<file path="config.mk">
export PLATFORM = sky130hd
export DESIGN_NAME = tm_neuron
export DESIGN_NICKNAME = d
export VERILOG_FILES = /design/src/rtl/tm_neuron_pkg.sv /design/src/rtl/tm_pulse_gen.sv /design/src/rtl/tm_stage.sv /design/src/rtl/tm_neuron.sv
export SDC_FILE = /design/constraint.sdc
export NUM_CORES = 2
export LEC_CHECK = 0
export CELL_PAD_IN_SITES_DETAIL_PLACEMENT = 0
export CELL_PAD_IN_SITES_GLOBAL_PLACEMENT = 2
export CORE_MARGIN = 2
export CORE_UTILIZATION = 42
export CTS_BUF_LIST = sky130_fd_sc_hd__clkbuf_2
export DETAILED_ROUTE_END_ITERATION = 16
export HOLD_SLACK_MARGIN = 0.12
export PLACE_DENSITY = 0.88
export SLEW_MARGIN = 15
export SYNTH_ARGS = -nofsm -noshare
export SYNTH_HDL_FRONTEND = slang
export SYNTH_HIERARCHICAL = 1
export SYNTH_SLANG_ARGS = --single-unit
</file>
<file path="constraint.sdc">
create_clock -name clk -period 4.2 [get_ports clk]
set_input_delay 0.84 -clock clk [delete_from_list [all_inputs] [get_ports clk]]
set_output_delay 0.84 -clock clk [all_outputs]
set_load 0.05 [all_outputs]
</file>
<file path="src/rtl/tm_neuron_pkg.sv">
package tm_neuron_pkg;
  localparam int PIX_W    = 2;
  localparam int WGT_W    = 4;
  localparam int BASE_CYC = 3;
  localparam int MAX_FACT = BASE_CYC + (1 << PIX_W) - 1;
  localparam int MAX_STG  = MAX_FACT * (1 << WGT_W);
  localparam int STG_CW   = $clog2(MAX_STG + 1);

  // cycles per unit for a pixel code
  function automatic logic [STG_CW-1:0] pix_factor(input logic [PIX_W-1:0] pix);
    return STG_CW'(pix) + STG_CW'(BASE_CYC);
  endfunction

  // stage duration: factor times (weight + the fixed extra unit)
  function automatic logic [STG_CW-1:0] stage_cycles(input logic [PIX_W-1:0] pix,
                                                     input logic [WGT_W-1:0] wgt);
    logic [STG_CW-1:0] units;
    units = STG_CW'(wgt) + STG_CW'(1);
    return pix_factor(pix) * units;
  endfunction
endpackage

</file>
<file path="src/rtl/tm_pulse_gen.sv">
module tm_pulse_gen #(
  parameter int WIDTH = 1
) (
  input  logic clk,
  input  logic rst_n,
  input  logic fire_i,
  output logic act_o,
  output logic last_o
);
  localparam int CW = $clog2(WIDTH + 1);
  logic [CW-1:0] cnt;

  always_ff @(posedge clk or negedge rst_n) begin
    if (!rst_n)           cnt <= '0;
    else if (fire_i)      cnt <= CW'(WIDTH);
    else if (cnt != '0)   cnt <= cnt - CW'(1);
  end

  assign act_o  = (cnt != '0);
  assign last_o = (cnt == CW'(1));
endmodule

</file>
<file path="src/rtl/tm_stage.sv">
module tm_stage
  import tm_neuron_pkg::*;
(
  input  logic              clk,
  input  logic              rst_n,
  input  logic              start_i,
  input  logic [PIX_W-1:0]  pix_i,
  input  logic [WGT_W-1:0]  wgt_i,
  output logic              act_o,
  output logic              last_o
);
  logic [STG_CW-1:0] cnt;

  always_ff @(posedge clk or negedge rst_n) begin
    if (!rst_n)         cnt <= '0;
    else if (start_i)   cnt <= stage_cycles(pix_i, wgt_i);
    else if (cnt != '0) cnt <= cnt - STG_CW'(1);
  end

  assign act_o  = (cnt != '0);
  assign last_o = (cnt == STG_CW'(1));
endmodule

</file>
<file path="src/rtl/tm_neuron.sv">
module tm_neuron
  import tm_neuron_pkg::*;
#(
  parameter int N_STAGES = 64,
  parameter int TRIG_W   = 1,
  localparam int TOT_CW  = $clog2(N_STAGES * (TRIG_W + MAX_STG) + 1)
) (
  input  logic                        clk,
  input  logic                        rst_n,
  input  logic                        begin_i,
  input  logic [N_STAGES*PIX_W-1:0]   pixel_i,
  input  logic [N_STAGES*WGT_W-1:0]   weight_i,
  output logic                        done_o,
  output logic                        busy_o,
  output logic [TOT_CW-1:0]           total_cycles_o
);
  logic [N_STAGES-1:0] trig_act, trig_last;
  logic [N_STAGES-1:0] stage_act, stage_last;
  logic                chain_busy;
  logic                accept;
  logic                done_last;
  logic [TOT_CW-1:0]   total_q;

  assign chain_busy = (|trig_act) | (|stage_act);
  assign busy_o     = chain_busy | done_o;
  assign accept     = begin_i & ~busy_o;

  for (genvar i = 0; i < N_STAGES; i++) begin : g_link
    logic fire;
    if (i == 0) begin : g_head
      assign fire = accept;
    end else begin : g_body
      assign fire = stage_last[i-1];
    end

    tm_pulse_gen #(.WIDTH(TRIG_W)) u_trig (
      .clk    (clk),
      .rst_n  (rst_n),
      .fire_i (fire),
      .act_o  (trig_act[i]),
      .last_o (trig_last[i])
    );

    tm_stage u_stage (
      .clk     (clk),
      .rst_n   (rst_n),
      .start_i (trig_last[i]),
      .pix_i   (pixel_i[i*PIX_W +: PIX_W]),
      .wgt_i   (weight_i[i*WGT_W +: WGT_W]),
      .act_o   (stage_act[i]),
      .last_o  (stage_last[i])
    );
  end

  tm_pulse_gen #(.WIDTH(TRIG_W)) u_done (
    .clk    (clk),
    .rst_n  (rst_n),
    .fire_i (stage_last[N_STAGES-1]),
    .act_o  (done_o),
    .last_o (done_last)
  );

  always_ff @(posedge clk or negedge rst_n) begin
    if (!rst_n)          total_q <= '0;
    else if (accept)     total_q <= '0;
    else if (chain_busy) total_q <= total_q + TOT_CW'(1);
  end

  assign total_cycles_o = total_q;

  logic unused_ok;
  assign unused_ok = done_last;
endmodule

</file>
==> results.ini <==
[route]
drc=0
vias=43000
via_per_inst=4.94
routed_wl_mm=132
ant_nets=0
firstDrtPassIters=6
drt_iter0_drc=1641
avgRoutedWirePerCell_um=15.2

[power_and_ir_drop]
power.share.combinational_pct=36.8
p_leak_nw=30.7
p_int_w=0.00989
swShare_pct=36.3
powerDensity_nw_per_um2=235
seq_power_share_pct=35.7
total_switching_power_w=0.00563
fin_total_pwr_w=0.0155
p_clk_share_pct=27.6
ir_worst_vdd_uv=211

[clock_network]
ctsRootBufferMaster=clkbuf_2
clk_pin_slew_ns=0.09
cts.htree.levels=4
clock_latency_ns=1.53
cts_tree=built
cts_buffers=158
clockBufferDepth=3
cts.sinks=526

[sta]
finalClockSkew_ns=0.0864
fmax_ghz=0.207
fin_setup_tns_ns=-0.641
period_share_pct=115
hold_ws_ns=0.348
period_needed_ns=4.84
rsz0062_at_grt=true
setup_violations=1
report.final.slew_viol_count=0
finalHoldViolations=0
worst_pin_slew_ns=1.07
setup_ws_ns=-0.641
slew_headroom_pct=28.5

[grt]
grt_pass1_vias=44700
grt_start_max_net_pins=65
grtUsageTotal_pct=19.6
grt_antenna_before_repair=13
grt-ovfl-total=0
grt_pass1_wl_mm=220

[placed_design]
port-buffer-count=401
detailed_place_hpwl_mm=104
routabilityCongestion=0.829

[job]
drv_cap=0

[logic_synthesis]
ys_warn_count=6
syn-num-nets=7394
synthCells=6110
avgSynthCellArea_um2=9.15
syn_area_um2=55900

[worst_setup_path]
crit_fanout=5
max_stage_delay_ns=0.40
arrival_ns=4.00
end_kind=primary output
worstSetupStartpointType=flop
critPathTopFamily=simple AND/OR/NAND/NOR gates
cp_slowest_cell=dfrtp_1
worst-path-buf-inv=4
critPathKind=flop to primary output
crit_chain=inv_1, ha_2, and3_4, inv_4, nor4_2, buf_4, nand4_1, nor4_4, and2_4, nand2b_4, buf_8
required_ns=3.36

[cells_and_area]
syn2layout_area_growth_pct=18.2
fillers=12600
final_nets=8102
drive_above_1_share_pct=15.3

[floorplan]
dieArea_um2=136000
coreArea_um2=132000
chipHeight_um=369
fp-row-count=133
io_pins=402
start_util_pct=42.4
die_w_um=369

[run_status]
violations=setup timing
status=finished, violations left

[min_path]
min_path_type=input pin to flop

==> worst reg2reg max path, delay by kind of cell, from the launching register on <==
kind,cells,cell delay [ns]
muxes,1,0.20
DFF,1,0.40
and+or+nand+nor,5,1.33
adders and majority gates,1,0.21
buffers and inverters,5,0.68
==> worst paths after layout <==
path / start / endpoint / slack [ns] / cells after the start
setup / recovery: g_link[0].u_stage/cnt[1] / busy_o / -0.64 / 11
hold / removal: weight_i[4] / g_link[1].u_stage/cnt[1] / 0.35 / 4
setup reg to reg: g_link[0].u_stage/cnt[1] / total_cycles_o[1] / 1.31 / 12
hold reg to reg: g_link[12].u_stage/cnt[6] / g_link[12].u_stage/cnt[6] / 0.55 / 2
max in group asynchronous: rst_n / g_link[35].u_stage/cnt[2] / 2.97 / 4
min in group asynchronous: rst_n / g_link[26].u_stage/cnt[3] / 0.70 / 4
==> power groups by stage <==
| stage | combinational [W] | clock (W) | sequential [W] |
|---|---|---|---|
| 6_report | 0.00571 | 0.00428 | 0.00553 |
| 5_1_grt | 0.00660 | 0.00479 | 0.00557 |
| 4_1_cts | 0.00579 | 0.00453 | 0.00553 |
| 3_5_place_dp | 0.00550 | 0 | 0.00562 |
| 3_3_place_gp | 0.00543 | 0 | 0.00562 |
| 2_1_floorplan | 0.00394 | 0 | 0.00555 |
==> area by class of cell <==
type / instances / area (um2) / area share (%)
Sequential cell: 526 / 13200 / 20.0
Tap cell: 1755 / 2200 / 3.32
Timing Repair Buffer: 710 / 6860 / 10.4
Multi-Input combinational cell: 4645 / 39300 / 59.5
Clock inverter: 49 / 352 / 0.532
Inverter: 777 / 3000 / 4.53
Clock buffer: 230 / 1150 / 1.74
Antenna cell: 15 / 37.5 / 0.0568
==> registers in the layout (all words and copies together), names as in the netlist <==
name and count:
u_done/act_o 1, g_link.u_trig/act_o 64, g_link.u_stage/cnt 448, total_cycles_o 13
==> placed cells by master, fill, tap and decap left out, types with 43 or more instances in the layout <==
| cell | count |
|---|---|
| mux2_2 | 64 |
| o21ai_0 | 193 |
| fa_1 | 256 |
| a21o_1 | 64 |
| xnor3_1 | 64 |
| nor2b_1 | 64 |
| buf_4 | 129 |
| nor3_4 | 52 |
| nand3_1 | 228 |
| clkbuf_2 | 230 |
| or3_1 | 65 |
| ha_1 | 614 |
| mux2i_1 | 194 |
| xnor2_1 | 193 |
| nor2_1 | 606 |
| dlygate4sd3_1 | 173 |
| inv_1 | 728 |
| a21oi_1 | 223 |
| nor4_4 | 43 |
| clkdlybuf4s50_1 | 399 |
| nand2_1 | 364 |
| dfrtp_1 | 492 |
| or2_2 | 193 |
| nand2b_1 | 452 |
| xor2_1 | 194 |
==> metal layers <==
metal	global-route usage (%)	up-vias	share of wire [%]
li1	-	21700	-
met1	25.7	20600	47
met2	33.0	578	47
met3	3.34	189	3.5
met4	6.11	4	2.4
met5	0	-	0.020
==> stage by stage <==
step           std cells  cell area [um2]  util, %  worst slack (ns)
4_1_cts             8642            65400     49.6            -0.960
2_1_floorplan       6110            55900        -              1.03
3_5_place_dp        8139            61400     46.6             0.183
6_report            8707            66100     50.2            -0.641
3_3_place_gp        8139            61400     46.6             0.205
5_1_grt             8707            66100     50.2            -0.977
==> what timing repair did <==
action                                  4_1_cts  5_1_grt
setup buffers                                50       50
gates resized for setup                     111       84
endpoints found under the hold margin       653        0
hold buffers                                174        0
endpoints found under the setup margin        1        1
pin swaps                                    32       38
Power figures use the tool's default switching activity.
